### src/rtl/qsce_pkg.sv
package qsce_pkg;
  localparam int DIV_W = 3;
  localparam int CNT_W = 2 ** DIV_W;
  localparam int BIT_W = 6;

  localparam int P_MASTER = 0;
  localparam int P_CPOL   = 1;
  localparam int P_CPHA   = 2;
  localparam int P_DIV    = 3;
  localparam int P_WID    = 6;
  localparam int P_SS     = 10;
  localparam int P_FORCE  = 14;
  localparam int P_MAN    = 15;
  localparam int P_GO     = 16;
  localparam int P_FLASH  = 31;

  typedef struct packed {
    logic             flash;
    logic             go;
    logic             man;
    logic             cs_force;
    logic [1:0]       wid;
    logic [DIV_W-1:0] div;
    logic             cpha;
    logic             cpol;
    logic             master;
  } cfg_t;

  function automatic logic [31:0] cfg_mask(input int ncs);
    logic [31:0] m;
    m = 32'h0;
    for (int i = 0; i < 8; i++) m[i] = 1'b1;
    for (int i = 0; i < ncs; i++) m[P_SS+i] = 1'b1;
    m[P_FORCE] = 1'b1;
    m[P_MAN]   = 1'b1;
    m[P_GO]    = 1'b1;
    m[P_FLASH] = 1'b1;
    return m;
  endfunction
endpackage

### src/rtl/qsce_cfg_regs.sv
module qsce_cfg_regs
  import qsce_pkg::*;
#(
  parameter int NCS = 2
) (
  input  logic           clk,
  input  logic           rst,
  input  logic           cfg_we,
  input  logic [31:0]    cfg_wdata,
  input  logic           en_we,
  input  logic           en_wdata,
  output cfg_t           cfg,
  output logic [NCS-1:0] ss,
  output logic           en,
  output logic [31:0]    rdata
);
  localparam logic [31:0] MASK = cfg_mask(NCS);

  logic [31:0] word_q;
  logic        en_q;

  always_ff @(posedge clk) begin
    if (rst) begin
      word_q <= '0;
    end else if (cfg_we) begin
      word_q <= cfg_wdata & MASK;
    end else begin
      word_q[P_GO] <= 1'b0;  // start request lives one cycle
    end
  end

  always_ff @(posedge clk) begin
    if (rst)        en_q <= 1'b0;
    else if (en_we) en_q <= en_wdata;
  end

  always_comb begin
    cfg.flash    = word_q[P_FLASH];
    cfg.go       = word_q[P_GO];
    cfg.man      = word_q[P_MAN];
    cfg.cs_force = word_q[P_FORCE];
    cfg.wid      = word_q[P_WID +: 2];
    cfg.div      = word_q[P_DIV +: DIV_W];
    cfg.cpha     = word_q[P_CPHA];
    cfg.cpol     = word_q[P_CPOL];
    cfg.master   = word_q[P_MASTER];
  end

  assign ss    = word_q[P_SS +: NCS];
  assign en    = en_q;
  assign rdata = word_q;
endmodule

### src/rtl/qsce_prescaler.sv
module qsce_prescaler
  import qsce_pkg::*;
(
  input  logic             clk,
  input  logic             rst,
  input  logic             clear,
  input  logic [DIV_W-1:0] exp_n,
  output logic             tick
);
  logic [CNT_W-1:0] cnt_q;
  logic [CNT_W-1:0] lim;

  assign lim  = (CNT_W'(1) << exp_n) - CNT_W'(1);
  assign tick = !clear && (cnt_q == lim);

  always_ff @(posedge clk) begin
    if (rst || clear) cnt_q <= '0;
    else if (tick)    cnt_q <= '0;
    else              cnt_q <= cnt_q + CNT_W'(1);
  end
endmodule

### src/rtl/qsce_seq.sv
module qsce_seq
  import qsce_pkg::*;
#(
  parameter int NCS = 2
) (
  input  logic             clk,
  input  logic             rst,
  input  logic             en,
  input  cfg_t             cfg,
  input  logic [NCS-1:0]   ss,
  input  logic             tx_pending,
  input  logic             tick,
  output logic             pclear,
  output logic [DIV_W-1:0] div_lat,
  output logic             sclk,
  output logic [NCS-1:0]   cs_n,
  output logic             active,
  output logic             word_start,
  output logic             bit_en,
  output logic             launch,
  output logic             capture
);
  logic             active_q, half_q;
  logic [BIT_W-1:0] bit_q, wbits_q;
  logic [DIV_W-1:0] div_q;

  logic             nxt_active, nxt_half, lead, trail, wstart;
  logic [BIT_W-1:0] nxt_bit;
  logic             go_ok, last_bit;

  assign go_ok    = cfg.master && tx_pending && (cfg.man ? cfg.go : 1'b1);
  assign last_bit = (bit_q == wbits_q - BIT_W'(1));
  assign pclear   = !active_q || !en;
  assign div_lat  = div_q;

  always_comb begin
    nxt_active = active_q;
    nxt_half   = half_q;
    nxt_bit    = bit_q;
    lead       = 1'b0;
    trail      = 1'b0;
    wstart     = 1'b0;
    if (!en) begin
      nxt_active = 1'b0;
      nxt_half   = 1'b0;
      nxt_bit    = '0;
    end else if (!active_q) begin
      if (go_ok) begin
        nxt_active = 1'b1;
        nxt_half   = 1'b0;
        nxt_bit    = '0;
        wstart     = 1'b1;
      end
    end else if (tick) begin
      if (!half_q) begin
        nxt_half = 1'b1;
        lead     = 1'b1;
      end else begin
        nxt_half = 1'b0;
        trail    = 1'b1;
        if (last_bit) begin
          nxt_bit = '0;
          if (tx_pending) wstart = 1'b1;
          else            nxt_active = 1'b0;
        end else begin
          nxt_bit = bit_q + BIT_W'(1);
        end
      end
    end
  end

  always_ff @(posedge clk) begin
    if (rst) begin
      active_q <= 1'b0;
      half_q   <= 1'b0;
      bit_q    <= '0;
      wbits_q  <= BIT_W'(8);
      div_q    <= '0;
    end else begin
      active_q <= nxt_active;
      half_q   <= nxt_half;
      bit_q    <= nxt_bit;
      if (en && !active_q && go_ok) begin
        div_q   <= cfg.div;
        wbits_q <= BIT_W'({cfg.wid, 3'b000}) + BIT_W'(8);
      end
    end
  end

  always_ff @(posedge clk) begin
    if (rst) begin
      sclk       <= 1'b0;
      cs_n       <= '1;
      active     <= 1'b0;
      word_start <= 1'b0;
      bit_en     <= 1'b0;
      launch     <= 1'b0;
      capture    <= 1'b0;
    end else begin
      sclk       <= cfg.cpol ^ (nxt_active & nxt_half);
      active     <= nxt_active;
      word_start <= wstart;
      bit_en     <= trail;
      launch     <= cfg.cpha ? lead  : trail;
      capture    <= cfg.cpha ? trail : lead;
      if (!en)                            cs_n <= '1;
      else if (cfg.cs_force || nxt_active) cs_n <= ss;
      else                                cs_n <= '1;
    end
  end
endmodule

### src/rtl/qspi_clk_engine.sv
module qspi_clk_engine
  import qsce_pkg::*;
#(
  parameter int NCS = 2
) (
  input  logic           clk,
  input  logic           rst,
  input  logic           cfg_we,
  input  logic [31:0]    cfg_wdata,
  input  logic           en_we,
  input  logic           en_wdata,
  input  logic           tx_pending,
  output logic [31:0]    cfg_rdata,
  output logic           sclk,
  output logic [NCS-1:0] cs_n,
  output logic           xfer_active,
  output logic           word_start,
  output logic           bit_en,
  output logic           launch,
  output logic           capture
);
  cfg_t             cfg;
  logic [NCS-1:0]   ss;
  logic             en_q;
  logic             tick, pclear;
  logic [DIV_W-1:0] div_lat;

  qsce_cfg_regs #(.NCS(NCS)) u_regs (
    .clk(clk), .rst(rst),
    .cfg_we(cfg_we), .cfg_wdata(cfg_wdata),
    .en_we(en_we), .en_wdata(en_wdata),
    .cfg(cfg), .ss(ss), .en(en_q), .rdata(cfg_rdata)
  );

  qsce_prescaler u_div (
    .clk(clk), .rst(rst), .clear(pclear), .exp_n(div_lat), .tick(tick)
  );

  qsce_seq #(.NCS(NCS)) u_seq (
    .clk(clk), .rst(rst), .en(en_q), .cfg(cfg), .ss(ss),
    .tx_pending(tx_pending), .tick(tick), .pclear(pclear), .div_lat(div_lat),
    .sclk(sclk), .cs_n(cs_n), .active(xfer_active), .word_start(word_start),
    .bit_en(bit_en), .launch(launch), .capture(capture)
  );
endmodule

### config.mk
export PLATFORM = sky130hd
export DESIGN_NAME = qspi_clk_engine
export DESIGN_NICKNAME = d
export VERILOG_FILES = /design/src/rtl/qsce_pkg.sv /design/src/rtl/qsce_cfg_regs.sv /design/src/rtl/qsce_prescaler.sv /design/src/rtl/qsce_seq.sv /design/src/rtl/qspi_clk_engine.sv
export SDC_FILE = /design/constraint.sdc
export NUM_CORES = 1
export LEC_CHECK = 0
export ABC_AREA = 1
export BUFFER_PORTS_ARGS = -buffer_cell sky130_fd_sc_hd__clkbuf_2
export CORE_UTILIZATION = 41
export CTS_BUF_LIST = sky130_fd_sc_hd__clkbuf_2 sky130_fd_sc_hd__clkbuf_4 sky130_fd_sc_hd__clkbuf_8
export CTS_CLUSTER_DIAMETER = 40
export DETAILED_ROUTE_END_ITERATION = 16
export PLACE_DENSITY = 0.71
export SYNTH_ARGS = -nofsm -noshare
export SYNTH_HDL_FRONTEND = slang
export SYNTH_SLANG_ARGS = --single-unit
### constraint.sdc
create_clock -name clk -period 3.9 [get_ports clk]
set_clock_uncertainty 0.2 [all_clocks]
set_input_delay 0.78 -clock clk [delete_from_list [all_inputs] [get_ports clk]]
set_output_delay 0.78 -clock clk [all_outputs]
set_load 0.02 [all_outputs]
After elaboration in Yosys (flattened, before gate mapping)
Index checks and enable logic that the tools add are counted.
{"block": "op_classes", "add_sub_neg": 5, "mux": 31, "n_reduce_logical": 17, "shifts": 1, "n_bitwise": 5, "eq_ne": 4}
{"op": "two-way mux 6 bit", "count": 5}
{"op": "two-way mux 1 bit", "count": 26}
{"op": "adder 8 x 1 -> 8 bit, second input constant", "count": 1}
{"op": "equality test 8 bit", "count": 1}
{"op": "left shift 1 x 3 -> 8 bit, first input constant", "count": 1}
{"op": "subtractor 8 x 2 -> 8 bit, second input constant", "count": 1}
{"op": "adder 5 x 4 -> 6 bit, second input constant", "count": 1}
{"op": "adder 6 x 1 -> 6 bit, second input constant", "count": 1}
{"op": "equality test 6 bit", "count": 1}
{"op": "OR reduction 2 bit", "count": 3}
{"op": "subtractor 6 x 1 -> 6 bit, second input constant", "count": 1}
{"op": "logical AND 1 bit", "count": 5}
{"op": "!= test 2 bit, second input constant", "count": 2}
{"op": "logical NOT 1 bit", "count": 3}
{"op": "logical OR 1 bit", "count": 3}
{"op": "NOT 1 bit", "count": 3}
{"op": "AND reduction 3 bit", "count": 1}
{"op": "OR reduction 3 bit", "count": 1}
{"op": "nonzero test 2 bit", "count": 1}
{"op": "AND 1 bit", "count": 1}
{"op": "bitwise XOR 1 bit", "count": 1}
{"block": "word_totals", "register_bits": 47}

Logic depth before layout (Yosys ltp)
{"block": "depth", "depth_word": 10, "depth_mapped": 20}

Cells and area by module
From an unflattened synthesis, not the netlist that was laid out.
{"block": "hier_totals", "hier_cells": 337, "hier_area_um2": 2338.5}
{"module": "qsce_seq", "area_each_um2": 985.9, "cells_each": 135, "seq_area_each_um2": 420.4, "instances": 1}
{"module": "qsce_cfg_regs", "area_each_um2": 859.6, "cells_each": 125, "seq_area_each_um2": 300.3, "instances": 1}
{"module": "qsce_prescaler", "area_each_um2": 493.0, "cells_each": 77, "seq_area_each_um2": 160.2, "instances": 1}

Worst setup path before layout
OpenSTA, ideal clock, no wires.
{"block": "synth_timing", "path_kind": "flip-flop to flip-flop", "from": "register u_seq.div_q[2], in the netlist u_seq.div_lat[2]", "to": "register u_seq.sclk", "path_stages_with_launch": 18, "n_path_buf": 0, "setup_ps": 115, "setup_slack_ps": 1403, "t_arrival_ps": 2182, "period_less_slack_ps": 2497, "cell_sequence": "dfxtp_1 -> nor2_1 -> nand2_1 -> ha_1 -> a21oi_1 -> nand3_1 -> nor2_1 -> nand2_1 -> nor2_2 -> nand2_2 -> inv_1 -> ha_1 -> nand2_1 -> o2111ai_1 -> inv_1 -> nand3_1 -> nand2_1 -> nor2_1"}
{"block": "synth_between", "elab_chain_cells": 9}
{"element": "start, declared", "line_no": "qsce_seq.sv:25", "text": "logic [DIV_W-1:0] div_q;"}
{"element": "start signal, assigned", "line_no": "qsce_seq.sv:84", "text": "div_q <= cfg.div;"}
{"element": "left shift 1 x 3 -> 8 bit (*)", "line_no": "qsce_prescaler.sv:13", "text": "assign lim = (CNT_W'(1) << exp_n) - CNT_W'(1);"}
{"element": "subtractor 8 x 2 -> 8 bit (*)", "line_no": "qsce_prescaler.sv:13"}
{"element": "equality test 8 bit (*)", "line_no": "qsce_prescaler.sv:14", "text": "assign tick = !clear && (cnt_q == lim);"}
{"element": "logical AND 1 bit (*)", "line_no": "qsce_prescaler.sv:14"}
{"element": "two-way mux 1 bit", "line_no": "qsce_seq.sv:54", "text": "end else if (tick) begin"}
{"element": "two-way mux 1 bit", "line_no": "qsce_seq.sv:47", "text": "end else if (!active_q) begin"}
{"element": "two-way mux 1 bit", "line_no": "qsce_seq.sv:43", "text": "if (!en) begin"}
{"element": "AND 1 bit (*)", "line_no": "qsce_seq.sv:100", "text": "sclk <= cfg.cpol ^ (nxt_active & nxt_half);"}
{"element": "bitwise XOR 1 bit (*)", "line_no": "qsce_seq.sv:100"}
{"element": "end signal, assigned", "line_no": "qsce_seq.sv:100"}
{"element": "end, declared", "line_no": "qsce_seq.sv:15", "text": "output logic sclk,"}
Mark *: on every way between the ends. The rest lies on a longest branch, timed or not.
A chain may end at the register's enable or synchronous reset.

Final worst setup path
Ends and elaborated chain as after synthesis.

==> metrics.txt <==
setup TNS 0 ns; # rows 26; DR iter-0 viols 109; Post-synth ARST share 0%; Num CTS Buffers 5; core box area 5140 um2; Final HPWL DP 3328 um; largest net degree at the start of global routing 23; outcome finished, final reports clean; synth warn 0; detailed-router iteration count before antenna repair 4; antenna violations before repair 0; Layout area overhead 13.29%; nets 390; worst min path class reg2reg; RSZ-0062 raised after global routing no; Worst EP required 3.89 ns; most frequent cells in the layout 58 x nand2_1, 50 x nor2_1, 44 x dfxtp_1, 41 x clkbuf_2, 32 x inv_1; die footprint 5646 um2; drt via density 4.606; Final Wtd Congestion 0.8354; FF+latch count, synth 44; post-synthesis cell type count 30; # DRC 0; ANT cells 0; fin crit period 2.774 ns; Worst Path Arrival 2.77 ns; Post-CTS Setup Bufs 0; final setup vio count 0; worst slew pin tran 0.5272 ns; Initial Util 42.67%; Startpoint Class register; Die Span Y 75.14 um; Worst VDD drop 0.2308 mV; pwr dens 346.9 nW/um2; GRT overflow 0; Final Hold Violating Endpoints 0; via count 1,916; Seq/Total Area, Yosys 40.16%; Mapped Cells 304; Worst-path clk slew 0.08 ns; leakage power 1.169 nW; Worst setup EP type register; Routed Antenna Nets 0; Max clock buf depth 2; Root Driver clkbuf_8; syn_area_per_cell 7.215 um2; Port Buffers 41; Slew headroom 64.82%; Peak Freq 360.5 MHz; area of the multi-input gates 1091 um2; Max Cap Viol 0; DR WL/cell 10.44 um; Post-synth top flop dfxtp_1; vias in the first global route 1,638; Crit Path Max Fanout 6; IO Count 78; EDFF count, synth 0; GRT Total Usage 16.79%; layout cells sized above 1 17.92%; # fillers 537; share of the core filled with cells 48.34%; storage element area 880.8 um2; Tcrit/Tclk final 71.13%; CTS tree yes; CTS Sinks 44; H-tree levels 2; Post-Route WL 4345 um; Hold Buf Count CTS 0; Crit Path Class reg2reg; Post-Syn Area 2193 um2; Clk Latency, worst-skew pair 0.29 ns; first-pass GRT wire length 7224 um; post_cts resized 0; most common cell after layout, fill and taps aside nand2_1; Slew Viols, Final 0; Die X-Extent 75.14 um
registers in the layout, indices dropped and copies added, names as in the netlist, 2 cells and up:
name           count
u_div.cnt_q        8
u_seq.cs_n         2
u_seq.wbits_q      3
u_seq.div_lat      3
u_regs.rdata      14
u_seq.bit_q        6
worst paths after layout:
kind	start	depth (start not counted)	to	slack (ns)
min reg2reg	u_regs.rdata[10]$_SDFFE_PP0P_	2	u_seq.cs_n[0]$_SDFF_PP1_	0.28
max reg2reg	u_seq.div_lat[2]$_SDFFE_PP0P_	19	u_seq.sclk$_SDFF_PP0_	1.13
min	u_regs.rdata[10]$_SDFFE_PP0P_	2	u_seq.cs_n[0]$_SDFF_PP1_	0.28
max	u_seq.div_lat[2]$_SDFFE_PP0P_	19	u_seq.sclk$_SDFF_PP0_	1.13
metal layers:
layer	GRT usage [%]	wire length [um]	part of all wire, %
met2	26.53	1954	45
met4	5.144	34	0.78
met3	3.748	229	5.3
met5	0	0	0
met1	22.93	2126	49
critical path, stage by stage, from the launching register on:
cell and delay [ns]:
dfxtp_1 0.38, nor2_1 0.19, nand2_1 0.11, ha_1 0.27
inv_1 0.12, nand2_1 0.06, nand2_1 0.07, nor2_1 0.04
nor2_1 0.09, nand2_1 0.07, nor2_2 0.11, nand2_2 0.12
inv_1 0.12, ha_1 0.23, nand2_1 0.07, o2111ai_1 0.14
inv_1 0.10, nand3_1 0.08, nand2_1 0.06, nor2_1 0.04
kinds of logic (layout without fill, tap and decap cells):
family                     after synthesis  after routing  share of synthesized area, %
AOI/OAI and AO/OA                       48             48                         11.52
xor gates and xnor gates                 7              7                         3.138
adders and majority gates                7              7                         3.993
buffers and inverters                   58             83                         13.01
DFF                                     44             44                         40.16
other                                    1             18                        0.1710
and+or+nand+nor                        139            139                         28.01
where the power goes:
part / total [mW] / switching, mW / internal [mW]
logic: 0.0932 / 0.0653 / 0.0279
clock network: 0.297 / 0.163 / 0.135
registers: 0.471 / 0.00947 / 0.462
cell usage after synthesis, types with 4 or more instances:
cell type / instances / area (um2)
a21oi_1: 24 / 120.1
buf_4: 18 / 135.1
clkbuf_1: 5 / 18.77
dfxtp_1: 44 / 880.8
ha_1: 7 / 87.58
inv_1: 32 / 120.1
nand2_1: 58 / 217.7
nand3_1: 16 / 80.08
nor2_1: 50 / 187.7
o21ai_0: 20 / 100.1
xnor2_1: 4 / 35.03
cell type report:
type                    count  area share [%]
multi-input cells         219           43.91
flip-flops and latches     44           35.45
repair buffers             41           8.258
inverters                  34           5.136
well taps                  70           3.525
clock buffers               6           3.072
clock inverters             2          0.6546
stage by stage:
step                total power, mW  setup slack [ns]  cells  hold slack (ns)  instance area [um2]
floorplan                    0.5589             1.403    321           0.2332                 2257
detailed placement           0.5751             1.162    408           0.2633                 2392
finish                       0.8619             1.126    416           0.2825                 2485
global route                 0.9017            0.8402    416           0.3022                 2485
CTS                          0.8714             1.119    416           0.2833                 2485
global placement             0.5736             1.186    408           0.2546                 2392
Note: power is estimated with default switching activity, not from simulation.
